File: src/rtl/pa_guard_pkg.sv
package pa_guard_pkg;

  typedef enum logic [1:0] {
    MODE_CFG  = 2'b00,
    MODE_SYNC = 2'b01,
    MODE_DATA = 2'b10,
    MODE_TEST = 2'b11
  } pa_mode_e;

  localparam int REQ_BIT = 7;

  // Clock cycles in one prescaler tick
  function automatic longint unsigned tick_cycles(longint unsigned clk_hz,
                                                  longint unsigned secs);
    return clk_hz * secs;
  endfunction

  // Width needed to count 0 .. n-1, never below one bit
  function automatic int count_width(longint unsigned n);
    int w;
    w = 1;
    while ((longint'(1) << w) < n) w++;
    return w;
  endfunction

  // Total on-time cycles until the failsafe trips
  function automatic longint unsigned trip_cycles(longint unsigned clk_hz,
                                                  longint unsigned secs,
                                                  longint unsigned ticks);
    return tick_cycles(clk_hz, secs) * ticks;
  endfunction

endpackage

File: src/rtl/pa_guard_prescale.sv
module pa_guard_prescale #(
  parameter longint unsigned LIMIT = 64'd3000000000
) (
  input  logic clk,
  input  logic rst_n,
  input  logic run,
  output logic tick
);
  import pa_guard_pkg::*;

  localparam int W = count_width(LIMIT);
  localparam logic [W-1:0] LAST = W'(LIMIT - 64'd1);

  logic [W-1:0] cyc_q;
  logic at_last;

  assign at_last = (cyc_q == LAST);
  assign tick    = run && at_last;

  always_ff @(posedge clk) begin
    if (!rst_n || !run) cyc_q <= '0;
    else if (at_last)   cyc_q <= '0;
    else                cyc_q <= cyc_q + 1'b1;
  end


  prescale_range_chk: assert property (@(posedge clk) disable iff (!rst_n)
    cyc_q <= LAST);


  prescale_restart_chk: assert property (@(posedge clk) disable iff (!rst_n)
    !run |=> cyc_q == '0);

endmodule

File: src/rtl/pa_guard_ticks.sv
module pa_guard_ticks #(
  parameter int TICKS = 15
) (
  input  logic clk,
  input  logic rst_n,
  input  logic run,
  input  logic tick,
  output logic expire
);
  import pa_guard_pkg::*;

  localparam int W = count_width(longint'(TICKS) + 1);
  localparam logic [W-1:0] LAST = W'(TICKS - 1);

  logic [W-1:0] cnt_q;

  assign expire = tick && (cnt_q == LAST);

  always_ff @(posedge clk) begin
    if (!rst_n || !run) cnt_q <= '0;
    else if (expire)    cnt_q <= '0;
    else if (tick)      cnt_q <= cnt_q + 1'b1;
  end


  ticks_range_chk: assert property (@(posedge clk) disable iff (!rst_n)
    cnt_q <= LAST);


  ticks_restart_chk: assert property (@(posedge clk) disable iff (!rst_n)
    !run |=> cnt_q == '0);

endmodule

File: src/rtl/pa_guard_gate.sv
module pa_guard_gate (
  input  logic clk,
  input  logic rst_n,
  input  logic req,
  input  logic mode_live,
  input  logic expire,
  output logic pa_on,
  output logic tripped
);

  logic grant;

  // Clearing the request outranks a simultaneous expiry
  always_ff @(posedge clk) begin
    if (!rst_n)      tripped <= 1'b0;
    else if (!req)   tripped <= 1'b0;
    else if (expire) tripped <= 1'b1;
  end

  assign grant = req && mode_live && !tripped && !expire;

  always_ff @(posedge clk) begin
    if (!rst_n) pa_on <= 1'b0;
    else        pa_on <= grant;
  end


  trip_blocks_chk: assert property (@(posedge clk) disable iff (!rst_n)
    tripped |-> !pa_on);


  expire_latch_chk: assert property (@(posedge clk) disable iff (!rst_n)
    (expire && req) |=> (tripped && !pa_on));


  clear_flag_chk: assert property (@(posedge clk) disable iff (!rst_n)
    !req |=> !tripped);


  clear_wins_chk: assert property (@(posedge clk) disable iff (!rst_n)
    (expire && !req) |=> (!tripped && !pa_on));


  rearm_chk: assert property (@(posedge clk) disable iff (!rst_n)
    $rose(pa_on) |-> ($past(req) && !$past(tripped)));

endmodule

File: src/rtl/pa_enable_guard.sv
module pa_enable_guard #(
  parameter longint unsigned CLK_HZ        = 64'd50000000,
  parameter longint unsigned TICK_SECONDS  = 64'd60,
  parameter int              TIMEOUT_TICKS = 15
) (
  input  logic       clk,
  input  logic       rst_n,
  input  logic [7:0] ctrl_byte,
  output logic       pa_on,
  output logic       timeout_flag
);
  import pa_guard_pkg::*;

  localparam longint unsigned TICK_LEN = tick_cycles(CLK_HZ, TICK_SECONDS);

  pa_mode_e mode;
  logic     req;
  logic     mode_live;
  logic     tick;
  logic     expire;
  logic     unused_ctrl;

  assign mode        = pa_mode_e'(ctrl_byte[1:0]);
  assign req         = ctrl_byte[REQ_BIT];
  assign mode_live   = (mode != MODE_CFG);
  assign unused_ctrl = ^ctrl_byte[6:2];

  pa_guard_prescale #(.LIMIT(TICK_LEN)) u_pre (
    .clk  (clk),
    .rst_n(rst_n),
    .run  (pa_on),
    .tick (tick)
  );

  pa_guard_ticks #(.TICKS(TIMEOUT_TICKS)) u_ticks (
    .clk   (clk),
    .rst_n (rst_n),
    .run   (pa_on),
    .tick  (tick),
    .expire(expire)
  );

  pa_guard_gate u_gate (
    .clk      (clk),
    .rst_n    (rst_n),
    .req      (req),
    .mode_live(mode_live),
    .expire   (expire),
    .pa_on    (pa_on),
    .tripped  (timeout_flag)
  );


  cfg_holds_off_chk: assert property (@(posedge clk) disable iff (!rst_n)
    pa_on |-> $past(ctrl_byte[1:0]) != 2'b00);


  zero_byte_off_chk: assert property (@(posedge clk) disable iff (!rst_n)
    (ctrl_byte == 8'h00) |=> !pa_on);


  req_needed_chk: assert property (@(posedge clk) disable iff (!rst_n)
    !ctrl_byte[7] |=> !pa_on);

endmodule

File: config.mk
export PLATFORM = sky130hd
export DESIGN_NAME = pa_enable_guard
export DESIGN_NICKNAME = d
export VERILOG_FILES = /design/src/rtl/pa_guard_pkg.sv /design/src/rtl/pa_guard_prescale.sv /design/src/rtl/pa_guard_ticks.sv /design/src/rtl/pa_guard_gate.sv /design/src/rtl/pa_enable_guard.sv
export SDC_FILE = /design/constraint.sdc
export NUM_CORES = 1
export LEC_CHECK = 0
export BUFFER_PORTS_ARGS = -buffer_cell sky130_fd_sc_hd__buf_2
export CORE_ASPECT_RATIO = 0.7
export CORE_MARGIN = 3
export CORE_UTILIZATION = 49
export DETAILED_ROUTE_END_ITERATION = 12
export PLACE_DENSITY = 0.66
export REMOVE_ABC_BUFFERS = 1
export SYNTH_ARGS = -nofsm -noshare
export SYNTH_HDL_FRONTEND = slang
export SYNTH_SLANG_ARGS = --single-unit
File: constraint.sdc
create_clock -name clk -period 4.7 [get_ports clk]
set_input_delay 0.705 -clock clk [delete_from_list [all_inputs] [get_ports clk]]
set_output_delay 0.705 -clock clk [all_outputs]
set_load 0.02 [all_outputs]
==> results of run 1 <==
-- layout make-up --
cell class,instances,area share (%)
multi-input combinational,169,53.16
sequential,38,36.28
inverter,5,0.8950
clock buffer,8,5.251
timing repair buffer,6,1.432
tap,50,2.983
-- layout by cell type (no fill, tap or decap), types with 2 or more instances in the layout --
cell type	Yosys	layout
nand4_1	12	12
nand4_4	2	2
a21oi_1	21	21
a31o_2	2	2
ha_1	3	3
o21ai_0	5	5
buf_2	8	6
or3_1	3	3
xor2_1	7	7
and4_1	9	9
nor4_1	6	6
o31ai_1	12	12
dfxtp_1	38	38
clkbuf_8	0	8
nand3_1	12	12
or4_1	11	11
and3_1	4	4
nor2_1	20	20
and2_1	2	2
inv_1	5	5
nor4bb_1	2	2
nand2_1	13	13
nor3_1	2	2
xnor2_1	6	6
-- metrics by stage --
stage,cell area [um2],hold slack (ps)
6_report,2097,463.3
5_1_grt,2097,491.4
4_1_cts,2097,466.2
3_5_place_dp,1987,449.7
3_3_place_gp,1987,438.1
2_1_floorplan,1894,425.5
-- worst min-delay path by stage --
stage	startpoint	to	cells past startpoint
after floorplan	u_pre.cyc_q[0]	u_pre.cyc_q[0]	1
after detailed placement	u_pre.cyc_q[0]	u_pre.cyc_q[0]	1
after global placement	u_pre.cyc_q[0]	u_pre.cyc_q[0]	1
final	u_pre.cyc_q[0]	u_pre.cyc_q[0]	1
after global routing	u_pre.cyc_q[0]	u_pre.cyc_q[0]	1
after CTS	u_pre.cyc_q[0]	u_pre.cyc_q[0]	1
-- cells by family (layout without fill, tap and decap cells) --
logic type               Yosys count  after routing  share of synthesized area [%]
AND/OR/NAND/NOR                  107            107                          34.38
AO/OA/AOI/OAI                     46             46                          14.82
flip-flops                        38             38                          38.85
buffers and inverters             17             19                          4.217
XOR/XNOR                          13             13                          5.815
adder cells (fa/ha/maj)            3              3                          1.917
-- critical path, delay by kind of cell (launching register included) --
kind,cells,cell delay (ps)
AO/OA/AOI/OAI,2,1120
flip-flops,1,490
AND/OR/NAND/NOR,2,890
-- registers in the layout, summed over array words and instances, names as in the netlist --
signal / flops
u_gate.pa_on: 1
u_gate.tripped: 1
u_pre.cyc_q: 32
u_ticks.cnt_q: 4
-- layer usage --
layer  wire, um  up-vias
met3        208        2
met4         15        0
li1           -      859
met2       1821       46
met5          0        -
met1       2086      807
-- power breakdown --
| group | leakage, nW | switching, mW | total, mW | internal, mW |
|---|---|---|---|---|
| clock | 0.0575 | 0.110 | 0.258 | 0.148 |
| combinational | 0.255 | 0.00528 | 0.00773 | 0.00245 |
| sequential | 0.306 | 0.00135 | 0.324 | 0.323 |
==> results.toml, run 1 <==
[die]
die_h_um = 58.89
num_io_pins = 12
dieArea_mm2 = 0.004803
die_w_um = 81.56
core_mm2 = 0.003671
num_rows = 18
initial_utilization_pct = 53.34

[global_routing]
grt.met3_usage_pct = 6.575
grt_pass1_vias = 1598
antenna_found_initial = 0
grt_first_pass_wirelength_mm = 7.100
grt-busiest-layer = "met2"
use_met2_pct = 30.86
overflow = 0
grtUsageTotal_pct = 19.42
use_met1_pct = 25.50
grt_max_degree = 33

[setup_path]
r2r_end = "u_pre.cyc_q[23]"
timing.critical_path.cells = "and4_1 > and4_1 > a21o_1 > o21ba_2"
rrSetupSlack_ps = 2090
worstSetupStartpoint = "u_pre.cyc_q[5]"
rr_startpoint = "u_pre.cyc_q[5]"
worst_setup_path_start_kind = "flop"
end_kind = "flop"
endpoint = "u_pre.cyc_q[23]"
critical_path_class = "reg2reg"
path_max_fanout = 32
reg2reg_depth = 4
required_ps = 4880
path_common_cell = "and4_1"
critPathArrivalTime_ps = 2790
slowest_delay_ps = 860
critPathSlowestCell = "a21o_1"

[synthesis]
synthDistinctLibCells = 41
yosysWarnings = 0
synth_top_area_share_pct = 38.85
synth_edf_count = 0
netlist_area_mm2 = 0.001958
seq_area_frac_synth_pct = 38.85
syn_area_per_cell_um2 = 8.742
ys_top_cells_by_area = "dfxtp_1 39%, a21oi_1 5.4%, o31ai_1 4.6%, or4_1 4.2%, and4_1 4.0%"
postSynthCellCount = 224
yosys.area.top_type = "dfxtp_1"
yosysMostFrequentCell = "dfxtp_1"
yosys-top-cells-count = "38 x dfxtp_1, 21 x a21oi_1, 20 x nor2_1"
synth_seq_cells = 38
synth_flop_cell = "dfxtp_1"
async_reset_ff_share_pct = 0

[sta]
hold_viol_final = 0
fmax_ghz = 0.3829
setup_slack_ps = 2088
post-route-period-util_pct = 55.57
tightest_slew_ps = 1044
finalSetupViolations = 0
slew_viol_final = 0
fin_crit_ps = 2612
fin_tns_setup_ps = 0
rsz0062_at_grt = "false"
slew_headroom_pct = 30.40
finClkSkew_ps = 3.968

[clock_network]
htree_levels = 2
clock_path_buffers = 2
cts_tree = "done"
cts_buffers = 5
clk_latency_ps = 280
postCtsHoldBufs = 0
cts_sinks = 38
postCtsSetupRepairBufs = 0
ctsResizeCount = 0
clkTransAtPathRegs_ps = 70
root_buffer = "clkbuf_8"

[place]
pre_cts_slack_ps = 2090
gp_congestion = 0.8140
dp.cells = 268
portBuffers = 6
place_hpwl_mm = 2.951

[drt]
routedWlPerCell_um = 14.97
wirelength_mm = 4.132
drt_iter0_markers = 84
vias = 1714
via_per_inst = 6.210
postRouteAntennaNets = 0
drc = 0
drtPass1Iterations = 4

[power]
ir_drop_mv = 0.1834
leakage_nw = 0.6187
cellPowerDensity_mw_per_mm2 = 281.2
finalPower_uw = 589.8

[layout]
fin_nets = 238
areaGrowthSynthToFinish_pct = 7.093
antenna_cells = 0
nFillCells = 345
regArea_um2 = 760.7
multi_input_area_mm2 = 0.001115
stdcell_count = 276
drive_above_1_share_pct = 10.62
post-route-util_pct = 57.12

[status]
status = "finished, final reports clean"

[hold_path]
worst_hold_path_type = "reg2reg"

[flow_run]
max_cap_violations = 0
No activity file was read; power rests on OpenSTA's default activity.
==> run 2, diff against run 1 <==
- PLACE_DENSITY: 0.66 -> 0.68
- clock period: 4.7 -> 2.1 ns (I/O delays scaled with it)
==> run 2 against run 1 <==
Against the previous run: combinational power grew to 2.9 times the previous value; clock-buffer cell count shrank 1; wire length up 3.8%; sequential cell count did not move; power up 110%; sequential power rose by 120%; clock power grew 99%; setup slack got worse by 2000 ps.
==> results.toml, run 2 (synthesis gave the netlist of run 1 again) <==
[die]
initial_utilization_pct = 53.34
num_io_pins = 12
dieArea_mm2 = 0.004803
die_w_um = 81.56
num_rows = 18
core_mm2 = 0.003671
die_h_um = 58.89

[sta]
post-route-period-util_pct = 94.11
hold_slack_ps = 283.7
fmax_ghz = 0.5060
hold_viol_final = 0
rsz0062_at_grt = "false"
fin_tns_setup_ps = 0
slew_headroom_pct = 59.94
finalSetupViolations = 0
slew_viol_final = 0
tightest_slew_ps = 595.5
finClkSkew_ps = 4.450
fin_crit_ps = 1976

[clock_network]
ctsResizeCount = 0
postCtsHoldBufs = 0
clkTransAtPathRegs_ps = 70
cts_sinks = 38
cts_tree = "done"
clk_latency_ps = 290
root_buffer = "clkbuf_8"
htree_levels = 2
postCtsSetupRepairBufs = 0
clock_path_buffers = 2
cts_buffers = 5

[setup_path]
critPathArrivalTime_ps = 2190
critical_path_class = "reg2reg"
path_max_fanout = 10
required_ps = 2310
reg2reg_depth = 4
worst_setup_path_start_kind = "flop"
end_kind = "flop"

[power]
finalPower_mw = 1.261
cellPowerDensity_mw_per_mm2 = 586.4
leakage_nw = 0.6544
ir_drop_mv = 0.3661

[hold_path]
worst_hold_path_type = "in2reg"
hold_depth = 3

[drt]
routedWlPerCell_um = 15.10
postRouteAntennaNets = 0
vias = 1763
drt_iter0_markers = 150
wirelength_mm = 4.288
via_per_inst = 6.208
drtPass1Iterations = 4
drc = 0

[layout]
layout_commonest_cell = "dfxtp_1"
antenna_cells = 0
nFillCells = 333
drive_above_1_share_pct = 13.25
largest_register_ffs = 32
reg_top3 = "u_pre.cyc_q (32), u_ticks.cnt_q (4)"
largest-register = "u_pre.cyc_q"
post-route-util_pct = 58.59
fin_nets = 246
layout_common_cells = "38 x dfxtp_1, 21 x a21oi_1, 20 x nor2_1"
areaGrowthSynthToFinish_pct = 9.840
stdcell_count = 284

[place]
portBuffers = 6
gp_congestion = 0.8321
place_hpwl_mm = 3.200
dp.cells = 276

[global_routing]
grtUsageTotal_pct = 19.55
grt_first_pass_wirelength_mm = 7.210
antenna_found_initial = 0
grt_max_degree = 23
overflow = 0
grt_pass1_vias = 1564

[flow_run]
max_cap_violations = 0

[status]
status = "finished, final reports clean"
-- run 2: per-stage QoR --
stage,setup WS (ps),area (um2)
2_1_floorplan,-43.64,1894
3_3_place_gp,248.4,2059
3_5_place_dp,186.6,2059
4_1_cts,159.5,2151
5_1_grt,53.00,2151
6_report,123.8,2151
-- run 2: area by class of cell --
type	instances	area, um2	area share, %
inverters	5	18.77	0.8726
flip-flops and latches	38	760.7	35.37
well taps	50	62.56	2.909
clock inverters	1	5.005	0.2327
multi-input cells	169	1115	51.83
repair buffers	14	102.6	4.770
clock buffers	7	86.33	4.014
-- run 2: path summary, 6_finish.rpt --
| path | slack [ps] | start | end |
|---|---|---|---|
| worst max-delay path | 120 | u_pre.cyc_q[5] | u_pre.cyc_q[26] |
| worst min-delay path | 280 | ctrl_byte[7] | u_gate.tripped |
| worst max register to register | 120 | u_pre.cyc_q[5] | u_pre.cyc_q[26] |
| worst min register to register | 470 | u_pre.cyc_q[0] | u_pre.cyc_q[0] |
-- run 2: power by group --
part | leakage (nW) | switching, mW | total (mW) | internal, mW
Sequential | 0.306 | 0.00293 | 0.725 | 0.722
Combinational | 0.300 | 0.0128 | 0.0224 | 0.00963
Clock | 0.0482 | 0.249 | 0.514 | 0.265
Total | 0.654 | 0.265 | 1.26 | 0.996
-- run 2: metal layers --
| layer | share of wire (%) | GRT usage (%) | vias to the layer above |
|---|---|---|---|
| met2 | 45 | 29.58 | 36 |
| met5 | 0 | 0 | - |
| met1 | 48 | 27.88 | 850 |
| met3 | 5.8 | 4.587 | 6 |
| met4 | 0.86 | 5.301 | 0 |
| li1 | - | - | 871 |
-- run 2: worst max-delay path: stages, from the launching register on --
cell and delay (ps):
dfxtp_1 480, and4_1 480, nand2_2 230, or4_1 550, a21oi_1 170
